### config.mk
export PLATFORM = sky130hd
export DESIGN_NAME = acc_unit
export DESIGN_NICKNAME = d
export VERILOG_FILES = /design/src/rtl/acc_pkg.sv /design/src/rtl/acc_ctl.sv /design/src/rtl/acc_slice.sv /design/src/rtl/acc_alu.sv /design/src/rtl/acc_unit.sv
export SDC_FILE = /design/constraint.sdc
export NUM_CORES = 1
export LEC_CHECK = 0
export BUFFER_PORTS_ARGS = -buffer_cell sky130_fd_sc_hd__buf_2
export CAP_MARGIN = 15
export CORE_ASPECT_RATIO = 1.4
export CORE_MARGIN = 2
export CORE_UTILIZATION = 25
export DETAILED_ROUTE_END_ITERATION = 7
export SLEW_MARGIN = 30
export SYNTH_ARGS = -nofsm -noshare
export SYNTH_HDL_FRONTEND = slang
export SYNTH_SLANG_ARGS = --single-unit
### constraint.sdc
create_clock -name clk_i -period 9.35 [get_ports clk_i]
set_input_delay 1.87 -clock clk_i [delete_from_list [all_inputs] [get_ports clk_i]]
set_output_delay 1.87 -clock clk_i [all_outputs]
set_load 0.05 [all_outputs]
### src/rtl/acc_pkg.sv
package acc_pkg;
  typedef struct packed {
    logic f_clr;
    logic f_inc;
    logic f_rol;
    logic f_ror;
    logic f_inv;
    logic f_chr;
    logic f_ldd;
    logic f_add;
    logic f_and;
  } acc_ops_t;

  localparam int unsigned NUM_OPS = 9;
endpackage

### src/rtl/acc_ctl.sv
module acc_ctl
  import acc_pkg::*;
(
  input  acc_ops_t ops_i,
  output logic     ld_o,
  output logic     inr_o,
  output logic     clr_o,
  output acc_ops_t sel_o
);
  logic any_data;

  assign any_data = ops_i.f_and | ops_i.f_add | ops_i.f_ldd | ops_i.f_chr |
                    ops_i.f_inv | ops_i.f_ror | ops_i.f_rol;
  assign clr_o = ops_i.f_clr;
  assign inr_o = ops_i.f_inc & ~ops_i.f_clr;
  assign ld_o  = any_data & ~ops_i.f_inc & ~ops_i.f_clr;

  // fixed pick among data strobes so the slices see a one-hot select
  always_comb begin
    sel_o = '0;
    if (ld_o) begin
      if      (ops_i.f_and) sel_o.f_and = 1'b1;
      else if (ops_i.f_add) sel_o.f_add = 1'b1;
      else if (ops_i.f_ldd) sel_o.f_ldd = 1'b1;
      else if (ops_i.f_chr) sel_o.f_chr = 1'b1;
      else if (ops_i.f_inv) sel_o.f_inv = 1'b1;
      else if (ops_i.f_ror) sel_o.f_ror = 1'b1;
      else                  sel_o.f_rol = 1'b1;
    end
  end
endmodule

### src/rtl/acc_slice.sv
module acc_slice
  import acc_pkg::*;
#(
  parameter bit HAS_CHR = 1'b1
) (
  input  acc_ops_t sel_i,
  input  logic     a_i,
  input  logic     d_i,
  input  logic     chr_i,
  input  logic     from_hi_i,
  input  logic     from_lo_i,
  input  logic     cin_i,
  output logic     nxt_o,
  output logic     cout_o
);
  logic chr_bit;

  generate
    if (HAS_CHR) begin : g_chr
      assign chr_bit = chr_i;
    end else begin : g_keep
      assign chr_bit = a_i;
    end
  endgenerate

  assign cout_o = (a_i & d_i) | (cin_i & (a_i ^ d_i));

  always_comb begin
    unique case (1'b1)
      sel_i.f_and: nxt_o = a_i & d_i;
      sel_i.f_add: nxt_o = a_i ^ d_i ^ cin_i;
      sel_i.f_ldd: nxt_o = d_i;
      sel_i.f_chr: nxt_o = chr_bit;
      sel_i.f_inv: nxt_o = ~a_i;
      sel_i.f_ror: nxt_o = from_hi_i;
      sel_i.f_rol: nxt_o = from_lo_i;
      default:     nxt_o = a_i;
    endcase
  end
endmodule

### src/rtl/acc_alu.sv
module acc_alu
  import acc_pkg::*;
#(
  parameter int unsigned W  = 16,
  parameter int unsigned CW = 8
) (
  input  acc_ops_t       sel_i,
  input  logic [W-1:0]   acc_i,
  input  logic           link_i,
  input  logic [W-1:0]   opnd_i,
  input  logic [CW-1:0]  chr_i,
  output logic [W-1:0]   nxt_o,
  output logic           link_nxt_o,
  output logic           link_wr_o
);
  localparam int unsigned MSB = W - 1;

  logic [W:0] carry;
  assign carry[0] = 1'b0;

  generate
    for (genvar i = 0; i < W; i++) begin : g_bit
      logic hi_n, lo_n, chr_b;
      if (i == MSB) begin : g_top
        assign hi_n = link_i;
      end else begin : g_mid_hi
        assign hi_n = acc_i[i+1];
      end
      if (i == 0) begin : g_bot
        assign lo_n = link_i;
      end else begin : g_mid_lo
        assign lo_n = acc_i[i-1];
      end
      if (i < CW) begin : g_c
        assign chr_b = chr_i[i];
      end else begin : g_nc
        assign chr_b = 1'b0;
      end
      acc_slice #(.HAS_CHR(i < CW)) u_slice (
        .sel_i     (sel_i),
        .a_i       (acc_i[i]),
        .d_i       (opnd_i[i]),
        .chr_i     (chr_b),
        .from_hi_i (hi_n),
        .from_lo_i (lo_n),
        .cin_i     (carry[i]),
        .nxt_o     (nxt_o[i]),
        .cout_o    (carry[i+1])
      );
    end
  endgenerate

  assign link_wr_o = sel_i.f_add | sel_i.f_ror | sel_i.f_rol;

  always_comb begin
    link_nxt_o = link_i;
    if      (sel_i.f_add) link_nxt_o = carry[W];
    else if (sel_i.f_ror) link_nxt_o = acc_i[0];
    else if (sel_i.f_rol) link_nxt_o = acc_i[MSB];
  end
endmodule

### src/rtl/acc_unit.sv
module acc_unit
  import acc_pkg::*;
#(
  parameter int unsigned W  = 16,
  parameter int unsigned CW = 8
) (
  input  logic          clk_i,
  input  logic          rst_ni,
  input  logic          op_and_i,
  input  logic          op_add_i,
  input  logic          op_ldd_i,
  input  logic          op_chr_i,
  input  logic          op_inv_i,
  input  logic          op_ror_i,
  input  logic          op_rol_i,
  input  logic          op_inc_i,
  input  logic          op_clr_i,
  input  logic          link_clr_i,
  input  logic          link_inv_i,
  input  logic [W-1:0]  opnd_i,
  input  logic [CW-1:0] chr_i,
  output logic [W-1:0]  acc_o,
  output logic          link_o,
  output logic          zero_o,
  output logic          neg_o
);
  acc_ops_t ops, sel;
  logic ld, inr, clr;
  logic [W-1:0] alu_nxt;
  logic alu_link, alu_link_wr;
  logic [W-1:0] acc_q;
  logic link_q;

  assign ops = '{f_clr: op_clr_i, f_inc: op_inc_i, f_rol: op_rol_i,
                 f_ror: op_ror_i, f_inv: op_inv_i, f_chr: op_chr_i,
                 f_ldd: op_ldd_i, f_add: op_add_i, f_and: op_and_i};

  acc_ctl u_ctl (
    .ops_i (ops),
    .ld_o  (ld),
    .inr_o (inr),
    .clr_o (clr),
    .sel_o (sel)
  );

  acc_alu #(.W(W), .CW(CW)) u_alu (
    .sel_i      (sel),
    .acc_i      (acc_q),
    .link_i     (link_q),
    .opnd_i     (opnd_i),
    .chr_i      (chr_i),
    .nxt_o      (alu_nxt),
    .link_nxt_o (alu_link),
    .link_wr_o  (alu_link_wr)
  );

  always_ff @(posedge clk_i or negedge rst_ni) begin
    if (!rst_ni)  acc_q <= '0;
    else if (clr) acc_q <= '0;
    else if (inr) acc_q <= acc_q + 1'b1;
    else if (ld)  acc_q <= alu_nxt;
  end

  always_ff @(posedge clk_i or negedge rst_ni) begin
    if (!rst_ni)                  link_q <= 1'b0;
    else if (ld && alu_link_wr)   link_q <= alu_link;
    else if (link_clr_i)          link_q <= 1'b0;
    else if (link_inv_i)          link_q <= ~link_q;
  end

  assign acc_o  = acc_q;
  assign link_o = link_q;
  assign zero_o = ~|acc_q;
  assign neg_o  = acc_q[W-1];

  // assertion helpers
  logic solo;
  logic link_quiet;
  assign solo       = ($countones(ops) == 1);
  assign link_quiet = !(op_add_i | op_ror_i | op_rol_i | op_inc_i | op_clr_i |
                        op_and_i | op_ldd_i | op_chr_i | op_inv_i);

  assert_and_R2: assert property (@(posedge clk_i) disable iff (!rst_ni)
    (solo && op_and_i && !link_clr_i && !link_inv_i)
      |=> (acc_o == ($past(acc_o) & $past(opnd_i))) && $stable(link_o));

  assert_add_carry_R3: assert property (@(posedge clk_i) disable iff (!rst_ni)
    (solo && op_add_i)
      |=> ({link_o, acc_o} == ({1'b0, $past(acc_o)} + {1'b0, $past(opnd_i)})));

  assert_chr_hi_kept_R5: assert property (@(posedge clk_i) disable iff (!rst_ni)
    (solo && op_chr_i)
      |=> (acc_o[W-1:CW] == $past(acc_o[W-1:CW])) && (acc_o[CW-1:0] == $past(chr_i)));

  assert_ror_R7: assert property (@(posedge clk_i) disable iff (!rst_ni)
    (solo && op_ror_i)
      |=> ({acc_o, link_o} == {$past(link_o), $past(acc_o)}));

  assert_rol_R8: assert property (@(posedge clk_i) disable iff (!rst_ni)
    (solo && op_rol_i)
      |=> ({link_o, acc_o} == {$past(acc_o), $past(link_o)}));

  assert_inc_wrap_R9: assert property (@(posedge clk_i) disable iff (!rst_ni)
    (op_inc_i && !op_clr_i && !link_clr_i && !link_inv_i)
      |=> (acc_o == $past(acc_o) + 1'b1) && $stable(link_o));

  assert_clr_wins_R11: assert property (@(posedge clk_i) disable iff (!rst_ni)
    (op_clr_i && !link_clr_i && !link_inv_i) |=> (acc_o == '0) && $stable(link_o));

  assert_link_clr_R13: assert property (@(posedge clk_i) disable iff (!rst_ni)
    (link_quiet && link_clr_i) |=> !link_o);

  assert_link_inv_R13: assert property (@(posedge clk_i) disable iff (!rst_ni)
    (link_quiet && link_inv_i && !link_clr_i) |=> (link_o != $past(link_o)));

  assert_hold_R14: assert property (@(posedge clk_i) disable iff (!rst_ni)
    (link_quiet && !link_clr_i && !link_inv_i) |=> $stable(acc_o) && $stable(link_o));
endmodule

---- Yosys cells after proc, flatten, opt, wreduce, memory -nomap -nowiden ----
Cells that the tools add are included.
word-level totals
  register bits ........................... 17
  bits of input ports ..................... 37
  output and inout bits ................... 19
cells by class
  add/subtract/negate cells ............... 1
  equal/unequal tests ..................... 1
  mux-type cells .......................... 38
  bitwise gates (word level) .............. 107
  reductions and logical operators ........ 10
operators with widths
  kind                                                                     count
  1-bit case mux with 7 select lines                                       8
  16-bit two-way mux                                                       3
  1-bit case mux with 6 select lines                                       8
  1-bit bitwise AND                                                        34
  1-bit bitwise XOR                                                        31
  1-bit bitwise OR                                                         23
  1-bit inverter                                                           19
  16-bit by 1-bit adder with 16-bit output, second input constant          1
  16-bit OR reduction                                                      1
  1-bit two-way mux                                                        13
  9-bit nonzero test                                                       1
  8-bit nonzero test                                                       1
  7-bit two-way mux                                                        1
  6-bit two-way mux                                                        1
  2-bit AND reduction                                                      3
  3-bit nonzero test                                                       2
  5-bit two-way mux                                                        1
  4-bit two-way mux                                                        1
  4-bit by 1-bit inequality test with 1-bit output, second input constant  1
  3-bit two-way mux                                                        1
  2-bit two-way mux                                                        1
  1-bit logical AND                                                        1
  1-bit zero test                                                          1

---- Depth between registers and ports, before layout ----
Gate-level depths: netlist (run 1).
  depth in word-level cells ............... 34
  mapped depth ............................ 22

---- Hierarchy ----
A second synthesis (run 1) with hierarchy kept.
second synthesis, totals
  cells, all modules ...................... 390
  area total of the unflattened synthesis .. 3166.8 µm²
modules (own cells, without submodules)
  module                                   times used  cells each  area an instance (µm²)
  acc_unit                                 1           133         1216.2
  acc_slice (u_alu.g_bit[0].u_slice ...)   8           15          118.9
  acc_slice (u_alu.g_bit[10].u_slice ...)  8           14          103.8
  acc_ctl                                  1           19          127.6
  acc_alu                                  1           6           41.3

---- Worst setup path before layout (run 1) ----
OpenSTA, ideal clock, no wires.
  path type ............................... input to register
  start point ............................. input opnd_i[0]
  end point ............................... register acc_q[15], in the netlist acc_o[15]
  library setup time ...................... 0.116 ns
  data arrival time ....................... 7.969 ns
  required time ........................... 9.234 ns
  path slack .............................. 1.265 ns
  stages on the path ...................... 22
  path buffers ............................ 0
  cell sequence ........................... ha_1 > inv_1 > fa_1 > fa_1 > fa_1 > fa_1 > fa_1 > fa_1 > fa_1 > fa_1 > fa_1 > fa_1 > fa_1 > fa_1 > inv_1 > fa_1 > fa_1 > inv_1 > fa_1 > o21a_1 > a221o_1 > o311ai_0
on the way
  word-level cells in the longest chain between the ends .. 34
ends and longest elaborated chain
  item                                RTL line         RTL
  start, declared                     acc_unit.sv:20   input logic [W-1:0] opnd_i,
  1-bit bitwise AND (2 in a row)      acc_slice.sv:26  assign cout_o = (a_i & d_i) | (cin_i & (a_i ^ d_i));
  1-bit bitwise OR                    acc_slice.sv:26
  1-bit bitwise AND                   acc_slice.sv:26
  1-bit bitwise OR                    acc_slice.sv:26
  1-bit bitwise AND                   acc_slice.sv:26
  1-bit bitwise OR                    acc_slice.sv:26
  1-bit bitwise AND                   acc_slice.sv:26
  1-bit bitwise OR                    acc_slice.sv:26
  [17 not listed]                     -
  1-bit bitwise OR                    acc_slice.sv:26
  1-bit bitwise AND                   acc_slice.sv:26
  1-bit bitwise OR                    acc_slice.sv:26
  1-bit bitwise XOR                   acc_slice.sv:31  sel_i.f_add: nxt_o = a_i ^ d_i ^ cin_i;
  1-bit case mux with 6 select lines  acc_slice.sv:29  unique case (1'b1)
  16-bit two-way mux                  acc_unit.sv:61   else if (ld) acc_q <= alu_nxt;
  16-bit two-way mux                  acc_unit.sv:60   else if (inr) acc_q <= acc_q + 1'b1;
  16-bit two-way mux                  acc_unit.sv:59   else if (clr) acc_q <= '0;
  end signal, assigned                acc_unit.sv:60
  end signal, assigned                acc_unit.sv:61
  end, declared                       acc_unit.sv:31   logic [W-1:0] acc_q;
No other way between the ends. The select of a mux whose other input is x is not followed.
A chain may end at the register's enable or synchronous reset.

---- Worst setup path in the final report (run 1) ----
Same ends and word-level chain as after synthesis.

==> out/results.txt, run 1 <==
Counting every sink on the clock net gives 17. The core region is 11,220 sq um. For the register area share after synthesis, the log shows 0.1496. Setup repair after global routing left no endpoint under its margin. The quantity of hold-fixing buffers added after cts is 0, and the power density over the cells is 107.9 nW/um^2. TritonCTS built the clock tree. The combinational group share of total power is 0.419, and the initial antenna violation count is 0. The flow ran to the end, and the final reports show no timing, DRC or antenna violations. Entering global routing, the biggest net connects 20 pins.

The share of synthesized registers carrying an async set or reset is 1.000, and the final max-slew violation count is 0. The detailed router finished its first iteration with 358 violations. Between clock sinks in the finished design, the worst skew comes to 0.003736 ns. The combinational family with the most area after synthesis is compound AO/OA/AOI/OAI gates.

Most common library cell in the layout ignoring fill and taps: sky130_fd_sc_hd__buf_2. The tools report the leakage power total as 1.340 nW. Number of global-route vias before repair: 3,070. The first global-routing pass estimated 16.30 mm of wire. Together, buffers and inverters on the worst path number 4. The largest buffer count on any clock path was 2; the yosys synthesis warning count was 0.

The run gives 0 as the number of max-cap violations. The endpoint type of the worst setup path was a flop. The logs give 2031 sq um for the total area of multi-input combinational cells and 0.9336 for the global placer's final weighted congestion. The clock share of power was 0.275. The number of cells on the worst hold path is 2, and the data arrival time of the critical path is 8.42 ns. The internal power of the cells totals 0.1880 mW. By area the synthesized netlist is led by sky130_fd_sc_hd__dfrtp_1 (15%), sky130_fd_sc_hd__fa_1 (11%), sky130_fd_sc_hd__ha_1 (7.9%).

For the maximum level of the CTS H-tree, the log shows 1. The reg-to-reg critical path startpoint is acc_o[0]$_DFFE_PN0P_. The number of synthesized register bits is 17. Worst min-delay path class: reg -> reg.

The number of setup buffers added after CTS is 0. The fraction of the cycle the final worst path needs was 0.8842; the number of enable flip-flop cells after synthesis was 0. The tools report the worst-case vdd ir drop as 0.05858 mV.

The tools report the CTS root buffer as sky130_fd_sc_hd__clkbuf_16. Count of endpoints failing hold in the final timing report: 0. The mux cell area share after synthesis was 0.01408. Per-instance average area after synthesis: 7.900 sq um. After global routing the overflow that remains totals 0. The vertical die dimension is 130.2 um. In this run the cell area of the synthesized design comes to 2844 sq um. The TritonCTS buffer count was 3; the total via count after detailed routing was 3,042. The run gives 0 ns as the sum of negative setup slack. The initial cell density of the core was 0.2534; the tightest slew margin relative to the limit was 0.4190. The kind of start point of the critical path is an input pin. In this run the critical register-to-register path is captured at acc_o[15]$_DFFE_PN0P_. The relative area change from synthesis to final layout was 11.35%; the maximum clock frequency was 0.1210 GHz. The logs give 12,260 sq um for the overall die area and 64 for the count of unique library cells instantiated by Yosys. The slowest stage of the critical path is the sky130_fd_sc_hd__fa_1 cell. Walking the worst path, the cells encountered are buf_2 > ha_1 > inv_1 > fa_1 > fa_1 > fa_1 > fa_1 > fa_1 > fa_1 > fa_1 > fa_1 > fa_1 > fa_1 > fa_1 > fa_1 > inv_1 > fa_1 > fa_1 > inv_1 > fa_1 > o21a_1 > a221o_1 > o311ai_0.

The fraction of layout instances using a drive strength above 1 is 0.1947. The kind of critical path is in -> reg. Setup violations remaining at the end of the flow were counted as 0.

The number of cells upsized or downsized after cts was 0; the source-to-sink clock delay at the later pin of the worst-skew pair was 0.26 ns. Summed over all nets, the switching power comes to 0.1537 mW. After detailed routing, the average wire length per cell comes to 19.81 um.

During placement, the flow inserted port buffers numbering 55. In this run the most critical hold path is launched from acc_o[8]$_DFFE_PN0P_. The worst register-to-register path has a setup slack of 2.01 ns. For hold timing, the worst endpoint is acc_o[8]$_DFFE_PN0P_. The area fraction of the dominant cell type after synthesis works out to 0.1496. For this run, the post-layout net count is 451. Detailed placement ended at an HPWL of 7.702 mm.

The share of synthesized cell area in and, or, nand and nor gates works out to 0.2204. The total routing resource utilization after global routing came out at 0.1713. The run gives 10.38 mm as the aggregate routed wire length. The switching share of total power works out to 0.4498. The dominant cell type by count on the critical path is sky130_fd_sc_hd__fa_1. For the worst flop-to-flop path, the logic depth is 22. The CTS clock-pin slew for the worst setup and hold paths was 0.06 ns; the critical path data required time was 9.50 ns.

In this design, the stage delay of the slowest critical-path cell is 0.43 ns. For the antenna violation net count after detailed routing, the log shows 0. The site row count was 46.

In the final layout, flip-flops and latches occupy 425.4 sq um. Measured along the x axis, the die boundary spans 94.14 um. The arithmetic-cell share of the synthesized area counting full adders, half adders and majority gates came out at 0.1848. The family with the most delay on the worst path was adder cells. The complex-gate fraction of the synthesized area is 0.2824. Synthesis produced 360 cells. The biggest area consumer among synthesized cells was sky130_fd_sc_hd__dfrtp_1. The final worst hold slack is 0.7370 ns, and the number of inserted diodes is 0. The pre-antenna-repair detailed-routing pass consisted of 5 iterations. The actual transition at the worst max-transition pin works out to 0.8594 ns. The logs give 1,204 for the filler cell count in the final layout and 56 for the I/O pin count. The library cells used most frequently in the layout, excluding fill and tap cells, are sky130_fd_sc_hd__buf_2 (55), sky130_fd_sc_hd__inv_1 (39), sky130_fd_sc_hd__o21ai_0 (25). Along the worst path, the maximum fanout reaches 3. In the routed design, unresolved DRC markers number 0. Dividing the detail-routed via count by the number of cells gives 5.805. The number of nets in the synthesized netlist is 430. The share of total power in sequential cells was 0.307. The most used flip-flop cell after synthesis was sky130_fd_sc_hd__dfrtp_1. The area share of xor/xnor cells in the synthesized design is 0.01232, and the shortest period the worst path allows is 8.267 ns.
==> per-stage QoR <==
step                      cells  worst slack, ns  area (sq um)  total power, mW  utilization
final                       524            1.083          3167           0.3417       0.2822
after global routing        524           0.8507          3167           0.3601       0.2822
after CTS                   524            1.105          3167           0.3410       0.2822
after detailed placement    520           0.8412          3088           0.2472       0.2751
after global placement      520           0.9247          3088           0.2449       0.2751
after floorplan             360            1.265          2844           0.2096            -
==> flip-flops by register name, summed over array words and instances, names as in the netlist <==
signal  count
acc_o      16
link_o      1
==> power by group through the flow <==
| stage | Clock, mW | Combinational [mW] | Sequential, mW |
|---|---|---|---|
| 6_report | 0.0939 | 0.143 | 0.105 |
| 5_1_grt | 0.0968 | 0.156 | 0.107 |
| 4_1_cts | 0.0942 | 0.143 | 0.104 |
| 3_5_place_dp | 0 | 0.142 | 0.105 |
| 3_3_place_gp | 0 | 0.140 | 0.105 |
| 2_1_floorplan | 0 | 0.114 | 0.0960 |
==> tightest hold or removal path, delay by kind of cell (launching register included) <==
family | cells | cell delay, ns
AO/OA/AOI/OAI | 1 | 0.06
flip-flops | 1 | 0.49
AND/OR/NAND/NOR | 1 | 0.14
==> worst max path at each step <==
stage	to	cells after the start	startpoint
detailed placement	acc_o[15]$_DFFE_PN0P_	23	opnd_i[0]
global placement	acc_o[15]$_DFFE_PN0P_	23	opnd_i[0]
floorplan	acc_o[15]$_DFFE_PN0P_	22	opnd_i[0]
finish	acc_o[15]$_DFFE_PN0P_	23	opnd_i[0]
CTS	acc_o[15]$_DFFE_PN0P_	23	opnd_i[0]
global route	acc_o[15]$_DFFE_PN0P_	23	opnd_i[0]
==> routing by layer <==
layer | global-route usage | part of all wire | up-vias
met4 | 0.09037 | 0.048 | 0
met3 | 0.02656 | 0.071 | 40
li1 | - | - | 1352
met2 | 0.2929 | 0.50 | 175
met5 | 0 | 0 | -
met1 | 0.2060 | 0.38 | 1475
==> Yosys cell counts (3+ instances only) <==
master	number
sky130_fd_sc_hd__buf_2	4
sky130_fd_sc_hd__nand3_1	13
sky130_fd_sc_hd__nand2b_1	4
sky130_fd_sc_hd__nor2b_1	5
sky130_fd_sc_hd__o21a_1	3
sky130_fd_sc_hd__o2bb2ai_1	5
sky130_fd_sc_hd__o21ai_0	25
sky130_fd_sc_hd__buf_4	16
sky130_fd_sc_hd__nor4b_1	3
sky130_fd_sc_hd__dfrtp_1	17
sky130_fd_sc_hd__a22oi_1	4
sky130_fd_sc_hd__a2111oi_1	3
sky130_fd_sc_hd__nand4_1	5
sky130_fd_sc_hd__and3_1	8
sky130_fd_sc_hd__nand2_1	19
sky130_fd_sc_hd__inv_1	39
sky130_fd_sc_hd__ha_1	18
sky130_fd_sc_hd__a211oi_1	3
sky130_fd_sc_hd__a21oi_1	9
sky130_fd_sc_hd__xnor2_1	4
sky130_fd_sc_hd__a31oi_1	6
sky130_fd_sc_hd__nor4_1	8
sky130_fd_sc_hd__a221o_1	8
sky130_fd_sc_hd__o221ai_1	3
sky130_fd_sc_hd__nor2_1	20
sky130_fd_sc_hd__clkbuf_1	19
sky130_fd_sc_hd__o211ai_1	3
sky130_fd_sc_hd__mux2i_1	4
sky130_fd_sc_hd__a221oi_1	3
sky130_fd_sc_hd__a32oi_1	7
sky130_fd_sc_hd__nor3_1	11
sky130_fd_sc_hd__fa_1	15
==> cells by family after synthesis <==
group / count (synthesis)
adder cells (fa/ha/maj): 33
buffers and inverters: 82
AND/OR/NAND/NOR: 114
AO/OA/AOI/OAI: 106
flip-flops: 17
XOR/XNOR: 4
multiplexers: 4
==> layout make-up <==
| type | instances | area share |
|---|---|---|
| multi-input cells | 261 | 0.6412 |
| flip-flops and latches | 17 | 0.1343 |
| repair buffers | 59 | 0.09640 |
| well taps | 144 | 0.05689 |
| inverters | 39 | 0.04623 |
| clock buffers | 4 | 0.02489 |
Note: power is estimated with default switching activity, not from simulation.
==> run 2: changes to the inputs <==
==> constraint.sdc (replaced) <==
create_clock -name clk_i -period 9.35 [get_ports clk_i]
set_input_delay 0 -clock clk_i [delete_from_list [all_inputs] [get_ports clk_i]]
set_output_delay 0 -clock clk_i [all_outputs]
set_load 0.05 [all_outputs]
==> out/results.txt, run 2 (synthesized netlist as in run 1, its figures left out) <==
The run finished with clean final reports. The fraction of layout instances using a drive strength above 1 was 0.1942; the area of the core was 11,220 sq um. The library cell used most frequently in the layout, excluding fill and tap cells, is sky130_fd_sc_hd__buf_2. The number of nets at the end of the flow was 452. The first global-routing pass estimated 16.62 mm of wire. After routing, the total negative slack on setup checks comes to 0 ns.

For the I/O pin count, the log shows 56. The number of global-route vias before repair is 3,142, and the total routing resource utilization after global routing is 0.1747. The final cell count without fillers came out at 525. Summing over every cut layer, the via total after detailed routing is 3,079.

Clock tree synthesis inserted a total of 3 buffers. Measured along the y axis, the die boundary spans 130.2 um. In this run the deepest clock path goes through 2 buffers.

The detailed-route wire length per cell was 20.53 um. The multi-input combinational cells in the finished layout cover a total of 2031 sq um. Counting instances, the worst hold path has a depth of 3. The tools report the number of max-cap violations as 0. The final max-slew violation count came out at 0.

Dividing total power by cell area gives a power density of 108.8 nW/um^2. The tools report the endpoint type of the worst setup path as a flop. The library cells used most frequently in the layout, excluding fill and tap cells, are sky130_fd_sc_hd__buf_2 (55), sky130_fd_sc_hd__inv_1 (39), sky130_fd_sc_hd__o21ai_0 (25). The worst stage delay on the critical path was 0.58 ns; the post-detailed-route DRC marker count was 0.

The aggregate routed wire length is 10.78 mm. The peak fanout along the critical path works out to 13. The run gives 0.2831 as the final cell utilization of the core.

The run gives 46 as the site row count. Dividing the detail-routed via count by the number of cells gives 5.865. The area growth from synthesis to layout is 11.70%. For the maximum clock frequency, the log shows 0.1378 GHz. Setup repair after global routing left no endpoint under its margin.

The count of endpoints failing hold in the final timing report is 0. In this run the tool buffered the top-level ports with 55 buffer cells. After detailed placement, the design holds a cell count of 520. The die covers 12,260 sq um. The first-pass iteration count of the detailed router is 5. The number of setup buffers added after CTS is 0.

The number of flip-flops under the largest register name came out at 16. Global placer's final weighted congestion: 0.9278. The tools report the total of endpoints with negative setup slack in the final report as 0. The detailed router finished its first iteration with 277 violations.

The remaining global-route overflow was 0. Antenna violation net count after detailed routing: 0. The initial cell density of the core was 0.2534; the CTS clock-pin slew for the worst setup and hold paths was 0.06 ns. The critical path goes through ha_1 > inv_1 > fa_1 > fa_1 > fa_1 > fa_1 > fa_1 > fa_1 > fa_1 > fa_1 > fa_1 > fa_1 > fa_1 > fa_1 > inv_1 > fa_1 > fa_1 > inv_1 > fa_1 > o21a_1 > a221o_1 > o311ai_0. CTS root buffer: sky130_fd_sc_hd__clkbuf_16. The clock net in this run drives a total of 17 sinks. Worst min-delay path class: in -> reg. The run gives 425.4 sq um as the sequential cell area in the final layout. The run gives 0.3458 mW as the post-layout total power. The dominant cell type by count on the critical path was sky130_fd_sc_hd__fa_1.

At the pin with the least slew margin, the transition time is 0.8472 ns. The logs give 0 for the initial antenna violation count and 0 for the number of cells upsized or downsized after cts. The routed design could run at a clock period as short as 7.257 ns. The number of inserted diodes came out at 0.

IR analysis of the VDD net gives a maximum drop of 0.05421 mV. TritonCTS built the clock tree. The clock arrives with 0.003268 ns of skew.

Among all stages on the critical path, the largest delay is contributed by sky130_fd_sc_hd__dfrtp_1. The tightest slew margin relative to the limit was 0.4272; the depth of the worst register-to-register path was 22. Detailed placement finished with a half-perimeter wire length of 7.903 mm.

The x dimension of the die was 94.14 um. In this run the static leakage power is 1.345 nW. The fraction of the cycle the final worst path needs came out at 0.7761. The kind of start point of the critical path was a flop.

The critical path data required time is 9.50 ns. The source-to-sink clock delay at the later pin of the worst-skew pair was 0.26 ns. The data arrival time of the critical path is 7.41 ns. By startpoint and endpoint, the worst setup path is classified as reg -> reg. Entering global routing, the biggest net connects 20 pins. The maximum level of the CTS H-tree is 1.

The filler cell count in the final layout came out at 1,211.
[run 2: through the flow]
stage / hold slack [ns] / cell area [sq um] / setup slack [ns]
floorplan: -0.2956 / 2844 / 2.593
global placement: -0.007926 / 3088 / 2.306
detailed placement: -0.01712 / 3088 / 2.120
CTS: 0.05106 / 3177 / 2.111
global route: 0.06070 / 3177 / 1.830
finish: 0.04553 / 3177 / 2.093
[run 2: final timing paths]
| check | start | to | slack (ns) |
|---|---|---|---|
| max in group asynchronous | rst_ni | acc_o[5]$_DFFE_PN0P_ | 8.81 |
| min reg2reg | acc_o[8]$_DFFE_PN0P_ | acc_o[8]$_DFFE_PN0P_ | 0.76 |
| min in group asynchronous | rst_ni | acc_o[12]$_DFFE_PN0P_ | 0.22 |
| min | link_clr_i | link_o$_DFFE_PN0P_ | 0.05 |
| max | acc_o[0]$_DFFE_PN0P_ | acc_o[15]$_DFFE_PN0P_ | 2.09 |
| max reg2reg | acc_o[0]$_DFFE_PN0P_ | acc_o[15]$_DFFE_PN0P_ | 2.09 |
[run 2: what timing repair did]
action	in CTS	in global routing
hold endpoints to repair	17	0
hold buffers	1	0
setup endpoints to repair	0	0
[run 2: area by class of cell]
class / instances / area share
Multi-Input combinational cell: 261 / 0.6392
Inverter: 39 / 0.04608
Tap cell: 144 / 0.05672
Clock buffer: 4 / 0.02481
Timing Repair Buffer: 60 / 0.09925
Sequential cell: 17 / 0.1339
[run 2: layer usage]
layer | vias up | GRT usage | share of wire
li1 | 1352 | - | -
met1 | 1477 | 0.1979 | 0.37
met2 | 196 | 0.2937 | 0.49
met3 | 54 | 0.02887 | 0.082
met4 | 0 | 0.1287 | 0.060
met5 | - | 0 | 0
[run 2: worst max-delay path, delay by kind of cell (launching register included)]
family	cells	cell delay, ns
fa+ha+maj	16	5.79
flops	1	0.58
compound gates	3	0.56
buf+inv	3	0.21
[run 2: power by group]
part	total [mW]	leakage, nW	switching [mW]	internal (mW)
Combinational	0.145	1.08	0.0955	0.0492
Clock	0.0959	0.0382	0.0376	0.0584
Sequential	0.105	0.227	0.0244	0.0807
